--- src/rtl/blkmove_pkg.sv ---
package blkmove_pkg;

  // Register window selector values
  typedef enum logic [1:0] {
    SEL_ADDR  = 2'd0,
    SEL_COUNT = 2'd1,
    SEL_CTRL  = 2'd2,
    SEL_NONE  = 2'd3
  } regsel_e;

  // Control word bit positions
  localparam int CTRL_START = 0;
  localparam int CTRL_DIR   = 1;
  localparam int CTRL_IEN   = 2;
  localparam int CTRL_DONE  = 3;

  typedef enum logic [1:0] {
    ST_IDLE = 2'd0,
    ST_REQ  = 2'd1,
    ST_WAIT = 2'd2,
    ST_XFER = 2'd3
  } seq_state_e;

endpackage

--- src/rtl/blkmove_regs.sv ---
module blkmove_regs
  import blkmove_pkg::*;
#(
  parameter int AW = 16,
  parameter int CW = 16,
  parameter int DW = 16
) (
  input  logic          clk,
  input  logic          rst_n,
  input  logic          acc_wr,
  input  logic          acc_rd,
  input  logic [1:0]    sel,
  input  logic [DW-1:0] wdata,
  input  logic          step,
  input  logic          finish,
  output logic [DW-1:0] rdata,
  output logic [AW-1:0] addr_q,
  output logic [CW-1:0] count_q,
  output logic          start_q,
  output logic          dir_q,
  output logic          ien_q,
  output logic          done_q
);

  localparam int AFIT = (AW < DW) ? AW : DW;
  localparam int CFIT = (CW < DW) ? CW : DW;

  regsel_e      sel_e;
  logic [AW-1:0] addr_d;
  logic [CW-1:0] count_d;
  logic          start_d, dir_d, ien_d, done_d;
  logic          addr_en, count_en, ctrl_en;
  logic          wr_addr, wr_count, wr_ctrl;

  assign sel_e    = regsel_e'(sel);
  assign wr_addr  = acc_wr && (sel_e == SEL_ADDR);
  assign wr_count = acc_wr && (sel_e == SEL_COUNT);
  assign wr_ctrl  = acc_wr && (sel_e == SEL_CTRL);

  assign addr_en  = wr_addr  || step;
  assign count_en = wr_count || step;
  assign ctrl_en  = wr_ctrl  || finish;

  // Next-state values
  always_comb begin
    addr_d  = addr_q;
    count_d = count_q;
    start_d = start_q;
    dir_d   = dir_q;
    ien_d   = ien_q;
    done_d  = done_q;
    if (wr_addr) begin
      addr_d = '0;
      addr_d[AFIT-1:0] = wdata[AFIT-1:0];
    end else if (step) begin
      addr_d = addr_q + 1'b1;
    end
    if (wr_count) begin
      count_d = '0;
      count_d[CFIT-1:0] = wdata[CFIT-1:0];
    end else if (step) begin
      count_d = count_q - 1'b1;
    end
    if (wr_ctrl) begin
      start_d = wdata[CTRL_START];
      dir_d   = wdata[CTRL_DIR];
      ien_d   = wdata[CTRL_IEN];
      done_d  = 1'b0;
    end else if (finish) begin
      start_d = 1'b0;
      done_d  = 1'b1;
    end
  end

  always_ff @(posedge clk or negedge rst_n) begin
    if (!rst_n) begin
      addr_q  <= '0;
      count_q <= '0;
      start_q <= 1'b0;
      dir_q   <= 1'b0;
      ien_q   <= 1'b0;
      done_q  <= 1'b0;
    end else begin
      if (addr_en)  addr_q  <= addr_d;
      if (count_en) count_q <= count_d;
      if (ctrl_en) begin
        start_q <= start_d;
        dir_q   <= dir_d;
        ien_q   <= ien_d;
        done_q  <= done_d;
      end
    end
  end

  // Read path, combinational, zero when not selected
  always_comb begin
    rdata = '0;
    if (acc_rd) begin
      unique case (sel_e)
        SEL_ADDR:  rdata[AFIT-1:0] = addr_q[AFIT-1:0];
        SEL_COUNT: rdata[CFIT-1:0] = count_q[CFIT-1:0];
        SEL_CTRL: begin
          rdata[CTRL_START] = start_q;
          rdata[CTRL_DIR]   = dir_q;
          rdata[CTRL_IEN]   = ien_q;
          rdata[CTRL_DONE]  = done_q;
        end
        default:   rdata = '0;
      endcase
    end
  end

endmodule

--- src/rtl/blkmove_seq.sv ---
module blkmove_seq
  import blkmove_pkg::*;
(
  input  logic clk,
  input  logic rst_n,
  input  logic start,
  input  logic count_zero,
  input  logic count_last,
  input  logic grant,
  input  logic preq,
  output logic bus_req,
  output logic step,
  output logic finish,
  output logic mem_cycle
);

  seq_state_e state_q, state_d;
  logic       state_en;

  always_comb begin
    state_d = state_q;
    step    = 1'b0;
    finish  = 1'b0;
    unique case (state_q)
      ST_IDLE: begin
        if (start) begin
          if (count_zero) finish  = 1'b1;
          else            state_d = ST_REQ;
        end
      end
      ST_REQ: begin
        if (grant) state_d = ST_WAIT;
      end
      ST_WAIT: begin
        if (!grant)    state_d = ST_REQ;
        else if (preq) state_d = ST_XFER;
      end
      ST_XFER: begin
        if (!grant) begin
          state_d = ST_REQ;
        end else begin
          step = 1'b1;
          if (count_last) begin
            finish  = 1'b1;
            state_d = ST_IDLE;
          end else begin
            state_d = ST_WAIT;
          end
        end
      end
      default: state_d = ST_IDLE;
    endcase
  end

  assign state_en = (state_d != state_q);

  always_ff @(posedge clk or negedge rst_n) begin
    if (!rst_n)        state_q <= ST_IDLE;
    else if (state_en) state_q <= state_d;
  end

  assign bus_req   = (state_q != ST_IDLE);
  assign mem_cycle = (state_q == ST_XFER) && grant;

endmodule

--- src/rtl/blkmove_dma.sv ---
module blkmove_dma
  import blkmove_pkg::*;
#(
  parameter int AW = 16,
  parameter int CW = 16,
  parameter int DW = 16
) (
  input  logic          clk,
  input  logic          rst_n,
  input  logic          cs_i,
  input  logic [1:0]    reg_sel_i,
  input  logic          rd_i,
  input  logic          wr_i,
  input  logic [DW-1:0] cpu_wdata_i,
  output logic [DW-1:0] cpu_rdata_o,
  output logic          bus_req_o,
  input  logic          bus_grant_i,
  input  logic          periph_req_i,
  output logic          periph_ack_o,
  output logic [AW-1:0] mem_addr_o,
  output logic          mem_rd_o,
  output logic          mem_wr_o,
  output logic          strobe_oe_o,
  output logic          irq_o
);

  logic          acc_wr, acc_rd;
  logic [AW-1:0] addr_q;
  logic [CW-1:0] count_q;
  logic          start_q, dir_q, ien_q, done_q;
  logic          step, finish, mem_cycle, bus_req;
  logic          count_zero, count_last;

  // Shared strobes act as register-access inputs only without the grant
  assign acc_wr = cs_i && wr_i && !bus_grant_i;
  assign acc_rd = cs_i && rd_i && !bus_grant_i;

  assign count_zero = (count_q == '0);
  assign count_last = (count_q <= CW'(1));

  blkmove_regs #(.AW(AW), .CW(CW), .DW(DW)) u_regs (
    .clk     (clk),
    .rst_n   (rst_n),
    .acc_wr  (acc_wr),
    .acc_rd  (acc_rd),
    .sel     (reg_sel_i),
    .wdata   (cpu_wdata_i),
    .step    (step),
    .finish  (finish),
    .rdata   (cpu_rdata_o),
    .addr_q  (addr_q),
    .count_q (count_q),
    .start_q (start_q),
    .dir_q   (dir_q),
    .ien_q   (ien_q),
    .done_q  (done_q)
  );

  blkmove_seq u_seq (
    .clk        (clk),
    .rst_n      (rst_n),
    .start      (start_q),
    .count_zero (count_zero),
    .count_last (count_last),
    .grant      (bus_grant_i),
    .preq       (periph_req_i),
    .bus_req    (bus_req),
    .step       (step),
    .finish     (finish),
    .mem_cycle  (mem_cycle)
  );

  assign bus_req_o    = bus_req;
  assign periph_ack_o = mem_cycle;
  assign mem_rd_o     = mem_cycle && !dir_q;
  assign mem_wr_o     = mem_cycle &&  dir_q;
  assign mem_addr_o   = (bus_req && bus_grant_i) ? addr_q : '0;
  assign strobe_oe_o  = bus_grant_i;
  assign irq_o        = done_q && ien_q;

endmodule

--- config.mk ---
export PLATFORM = sky130hd
export DESIGN_NAME = blkmove_dma
export DESIGN_NICKNAME = d
export VERILOG_FILES = /design/src/rtl/blkmove_pkg.sv /design/src/rtl/blkmove_regs.sv /design/src/rtl/blkmove_seq.sv /design/src/rtl/blkmove_dma.sv
export SDC_FILE = /design/constraint.sdc
export NUM_CORES = 1
export LEC_CHECK = 0
export ABC_CLOCK_PERIOD_IN_PS = 2590
export BUFFER_PORTS_ARGS = -buffer_cell sky130_fd_sc_hd__buf_2
export CORE_UTILIZATION = 54
export DETAILED_ROUTE_END_ITERATION = 6
export GPL_ROUTABILITY_DRIVEN = 0
export PLACE_DENSITY = 0.91
export SETUP_SLACK_MARGIN = 0.2
export SYNTH_ARGS = -nofsm -noshare
export SYNTH_HDL_FRONTEND = slang
export SYNTH_HIERARCHICAL = 1
export SYNTH_SLANG_ARGS = --single-unit
--- constraint.sdc ---
create_clock -name clk -period 2.59 [get_ports clk]
set_input_delay 0 -clock clk [delete_from_list [all_inputs] [get_ports clk]]
set_output_delay 0 -clock clk [all_outputs]
set_load 0.005 [all_outputs]
Word-level counts from Yosys, hierarchy flattened. Cells that the tools add are included.

Flip-flop bits (word level): 38. Input port bits: 25. Word-level logic and storage cells: 71.

$add $sub $neg: 2. $lt $le $gt $ge: 1. Equality and inequality tests: 6. Multiplexer cells: 27. Reduce and logical (&&, ||, !) cells: 28.

Operator list (number): 16-bit two-way mux (6); 12-bit case mux with 2 select lines (1); 16-bit by 1-bit adder with 16-bit output, second input constant (1); 16-bit by 1-bit <= comparator with 1-bit output, second input constant (1); 16-bit logical NOT (1); 16-bit by 1-bit subtractor with 16-bit output, second input constant (1); 2-bit two-way mux (7); 1-bit logical AND (12); 4-bit case mux with 3 select lines (1); 1-bit two-way mux (10); 2-bit case mux with 4 select lines (1); 2-bit AND reduction (4); 2-bit nonzero test (4); 2-bit == test, second input constant (3); 2-bit by 1-bit == test with 1-bit output, second input constant (2); 2-bit logical NOT (2); 1-bit logical OR (3); 1-bit logical NOT (2); 2-bit inequality test (1); 1-bit case mux with 2 select lines (1).

Depth between registers and ports, before layout.
Word-level depth: 6. Gate-level depth with buffers: 8.

Modules after synthesis. Netlist, hierarchy kept.

Modules (own cells, without submodules): blkmove_regs (instances 1, cells an instance 253, area each 2253.4 µm², sequential area each 900.9 µm²); blkmove_seq (instances 1, cells an instance 29, area each 219.0 µm², sequential area each 50.0 µm²); blkmove_dma (instances 1, cells an instance 32, area each 197.7 µm², sequential area each 0.0 µm²).

Least setup slack after synthesis. OpenSTA, ideal clock, no wires.

Kind: register to register. Start point: register u_seq.state_q[1]. End point: register u_regs.count_q[13]. Setup time: 0.082 ns. Arrival time: 2.088 ns. Slack: 0.420 ns. Cell stages (with the launch flop): 9. Buffers on the path: 2. Clock period less this slack: 2.170 ns. Cells stage by stage: dfrtp_1 > ha_1 > and2_1 > buf_4 > buf_4 > nor3b_4 > nand4_2 > or4b_1 > a31oi_1.

Word-level cells in the longest chain between the ends: 4. Elaborated cells between the ends (all ways): 5. Those cells by class: 1 x eq/ne; 1 x mux; 3 x reduce/logical.

RTL lines: start, declared (line blkmove_seq.sv:17) `seq_state_e state_q, state_d;`; start signal, assigned (line blkmove_seq.sv:59) `else if (state_en) state_q <= state_d;`; 2-bit == test * (line blkmove_seq.sv:24) `unique case (state_q)`; 1-bit two-way mux * (line blkmove_seq.sv:24); named net step (line blkmove_dma.sv:31) `logic step, finish, mem_cycle, bus_req;`; 2-bit nonzero test (no line) or 1-bit logical OR (tied branches); 2-bit AND reduction (no line) *; end signal, assigned (line blkmove_regs.sv:85) `if (count_en) count_q <= count_d;`; end, declared (line blkmove_regs.sv:18) `output logic [CW-1:0] count_q,`.

The timed path passes the listed nets; every way through them passes the cells marked *. A chain may end at the register's enable or synchronous reset.

Worst setup path in the final report.
Start point: register u_seq.state_q[1]. End point: register u_regs.count_q[13].

Word-level cells in the longest chain between the ends: 4. Elaborated cells between the ends (all ways): 5. Those cells by class: 1 x eq/ne; 1 x mux; 3 x reduce/logical.

RTL lines (line): 2-bit == test * (blkmove_seq.sv:24); 1-bit two-way mux * (blkmove_seq.sv:24); 2-bit nonzero test (no line) or 1-bit logical OR (tied branches); 2-bit AND reduction (no line) *.

Mark *: on every way between the ends. The rest lies on a longest branch, timed or not.

==> run summary <==
The run finished with clean final reports. The count of clock tree sinks was 38. For the worst setup path, the data arrival time is 2.44 ns. The pin count of the biggest net entering global routing is 39.

The logs give 2828 for the via count of the routed design and 42 for the post-synthesis cell type count. The routed design has 7890 um of wire. The clock arrives with 0.00576 ns of skew. The relative max-transition margin was 42.2%. The async set-or-reset flop fraction in the synthesized netlist was 100%; the final setup violation count was 0.

Dividing the detail-routed via count by the number of cells gives 6.19. Timing would allow up to 452 MHz. The H-tree depth reported by CTS is 2, and the portion of total power attributed to sequential cells is 47.3%.

The number of flops mapped to enable cells by yosys is 0. Dividing the detail-routed wire length by the instance count gives 17.3 um. After synthesis the cells add up to 0.00267 mm2.

Data on the critical path is required at its endpoint by 2.81 ns. The maximum net fanout on the critical path is 5, and the total number of placement rows is 25. The worst register-to-register path ends at u_regs/count_q[13]$_DFFE_PN0P_.

For this run, the total global-route usage over all layers was measured as 30.4%. The initial antenna violation count is 0. The floorplan step defined a die boundary enclosing 0.00523 mm2.

From bottom edge to top edge, the die measures 72.3 um. The tools report the hold path startpoint as periph_req_i. Clock tree synthesis inserted a total of 5 buffers. The final hold violation count was 0.

After global routing the overflow that remains totals 0. 0 antenna diodes ended up in the layout. The detailed-routing iteration count for the pre-antenna-repair pass came out at 5.

The clock network fraction of design power is 18.3%. For this run, design rule violations remaining after detail routing come to 0. The worst register-to-register path has a setup slack of 0.38 ns. Summing the sequential cell areas from Yosys gives 35.6% of the chip area. Setup repair after global routing left no endpoint under its margin. After detailed placement, the total cell area comes to 0.00302 mm2. The share of total power in combinational logic was 34.4%; the number of placed cells counting well taps was 430.

STA classifies the critical path startpoint as a register. The setup path with the least slack is of type register to register. Final design utilization: 69.4%.

TritonCTS built the clock tree. Synthesis produced 314 cells. The first global-routing pass estimated 12100 um of wire. The path type of the worst min-delay path was input port to register. The area of all placed cells without fillers is 0.00330 mm2.

The initial core utilization was 56.2%. The power density of the placed cells came out at 735 mW/mm2. The layout overhead on the synthesized area was 23.5%; the count of buffers from port buffering was 62. The number of max-slew violations in the final report was 0. The path with the worst hold slack has its endpoint at u_seq/state_q[1]$_DFFE_PN0P_. The number of cells on the worst reg-to-reg path is 6. The synthesized area per cell was 8.50 um2; the number of DRC violations after detailed-routing iteration 0 was 299. The layout net count was 420. At the pin with the least slew margin, the transition time is 0.867 ns. Counting flops and latches in the post-synthesis netlist gives 38. The share of the clock period used by the worst path is 85.4%. The cell depth of the worst min-delay path came out at 3. Summed over all nets, the switching power comes to 0.00104 W.

The number of nets in the synthesized netlist is 345. VDD sags by at most 0.479 mV. The worst setup path is captured at a register. Summed over all cells, the static leakage comes to 1.51 nW. The post-layout minimum cycle time is 2.21 ns.

The tool flagged a number of max-cap violations equal to 0. Die boundary width: 72.3 um. Via count of the first global-routing pass: 2465.

The post-layout instance count excluding filler cells is 457, and the switching portion of total power is 42.8%. Once detail routing completed, the nets flagged for antenna violations numbered 0. The register clock-pin slew on the reported worst setup and hold paths is 0.07 ns. In this run the clock root is driven by a clkbuf_8.

For the clock network latency to the later pin of the worst-skew pair, the log shows 0.31 ns. The core outline area was 0.00475 mm2; the setup TNS was 0 ns. Most frequently used flop master after synthesis: dfrtp_1. The clock passes through at most 2 buffers.

The top-level I/O count is 63, and the number of warning messages in the yosys log is 6. Summed over all nets, the half-perimeter wirelength after detailed placement is 5300 um. Internal power comes to 0.00139 W.

In the final layout, the share of cells above drive strength 1 is 22.3%. The startpoint identified for the worst register-to-register timing path is u_seq/state_q[1]$_DFFE_PN0P_.
per-layer routing:
metal	track usage (%)	part of all wire, %	vias up
met5	0	0	-
met4	15.7	4.3	0
met3	6.81	9.6	38
met2	46.8	46	193
met1	40.3	40	1335
li1	-	-	1262
synth_stat cells, types with 4 or more instances:
cell type,instances,area (um2)
nand2_1,43,161
and3_1,17,106
xor2_1,15,131
inv_1,9,33.8
ha_1,6,75.1
dfrtp_1,38,951
mux2i_1,18,180
nand3b_1,4,30.0
nand4_1,8,50.1
nor3_1,6,30.0
clkbuf_1,11,41.3
o21ai_0,37,185
nor4_1,10,62.6
xnor2_1,12,105
and2_1,8,50.1
nor2_1,24,90.1
nand3_1,8,40.0
layout by cell type (no fill, tap or decap), types with 8 or more instances in the layout:
cell           netlist  final
xor2_1              15     15
inv_1                9      9
buf_2                3     62
nand3_1              8      8
nor2_1              24     24
nand2_1             43     43
dlygate4sd3_1        0     17
nand4_1              8      8
o21ai_0             37     37
nor4_1              10     10
xnor2_1             12     12
dfrtp_1             38     38
and3_1              17     17
mux2i_1             18     18
critical path, stage by stage (launching register included):
cell and delay [ns]:
dfrtp_1 0.42, ha_1 0.25, and2_2 0.23, nor3b_4 0.30, nand4_2 0.20, or4b_1 0.54
a31oi_1 0.19
repair_timing:
item / 4_1_cts / 5_1_grt
gates resized for setup: 0 / 1
buffers inserted: 0 / 2
endpoints found under the setup margin: 0 / 1
endpoints found under the hold margin: 70 / 0
hold buffers: 17 / 0
stage by stage:
stage | hold WS, ns | setup slack, ns | total power [W]
after floorplan | -0.296 | 0.420 | 0.00161
after global placement | 0.142 | 0.506 | 0.00186
after detailed placement | 0.160 | 0.415 | 0.00191
after CTS | 0.121 | 0.388 | 0.00236
after global routing | 0.151 | 0.258 | 0.00256
final | 0.112 | 0.377 | 0.00242
worst max-delay path by stage:
stage                                       startpoint                             end  cells past startpoint
after floorplan           u_seq/state_q[1]$_DFFE_PN0P_  u_regs/count_q[13]$_DFFE_PN0P_                      8
after global placement    u_seq/state_q[1]$_DFFE_PN0P_  u_regs/count_q[13]$_DFFE_PN0P_                      6
after detailed placement  u_seq/state_q[1]$_DFFE_PN0P_  u_regs/count_q[13]$_DFFE_PN0P_                      6
after CTS                 u_seq/state_q[1]$_DFFE_PN0P_  u_regs/count_q[13]$_DFFE_PN0P_                      6
after global routing      u_seq/state_q[1]$_DFFE_PN0P_  u_regs/count_q[13]$_DFFE_PN0P_                      6
final                     u_seq/state_q[1]$_DFFE_PN0P_  u_regs/count_q[13]$_DFFE_PN0P_                      6
logic make-up after synthesis:
family | Yosys count | share of synthesized area (%)
mux | 21 | 8.01
flops | 38 | 35.6
simple gates | 149 | 30.9
compound gates | 47 | 9.61
xor+xnor | 27 | 8.86
fa+ha+maj | 6 | 2.81
buf+inv | 26 | 4.22
power groups by stage:
stage / Combinational (W) / Sequential (W) / Clock (W)
final: 0.000835 / 0.00115 / 0.000443
after global routing: 0.000919 / 0.00118 / 0.000464
after global placement: 0.000732 / 0.00113 / 0
after CTS: 0.000803 / 0.00112 / 0.000434
after floorplan: 0.000577 / 0.00103 / 0
after detailed placement: 0.000778 / 0.00113 / 0
area by class of cell:
class | instances | area [um2]
sequential | 38 | 951
inverter | 9 | 33.8
multi-input combinational | 250 | 1610
fill | 352 | 1460
clock inverter | 1 | 5.00
tap | 67 | 83.8
clock buffer | 7 | 86.3
timing repair buffer | 85 | 526
sequential cells by signal, indices dropped and copies added, names as in the netlist:
register	cells
u_regs/start_q	1
u_seq/state_q	2
u_regs/ien_q	1
u_regs/count_q	16
u_regs/dir_q	1
u_regs/addr_q	16
u_regs/done_q	1
(Power assumes the default switching activity.)
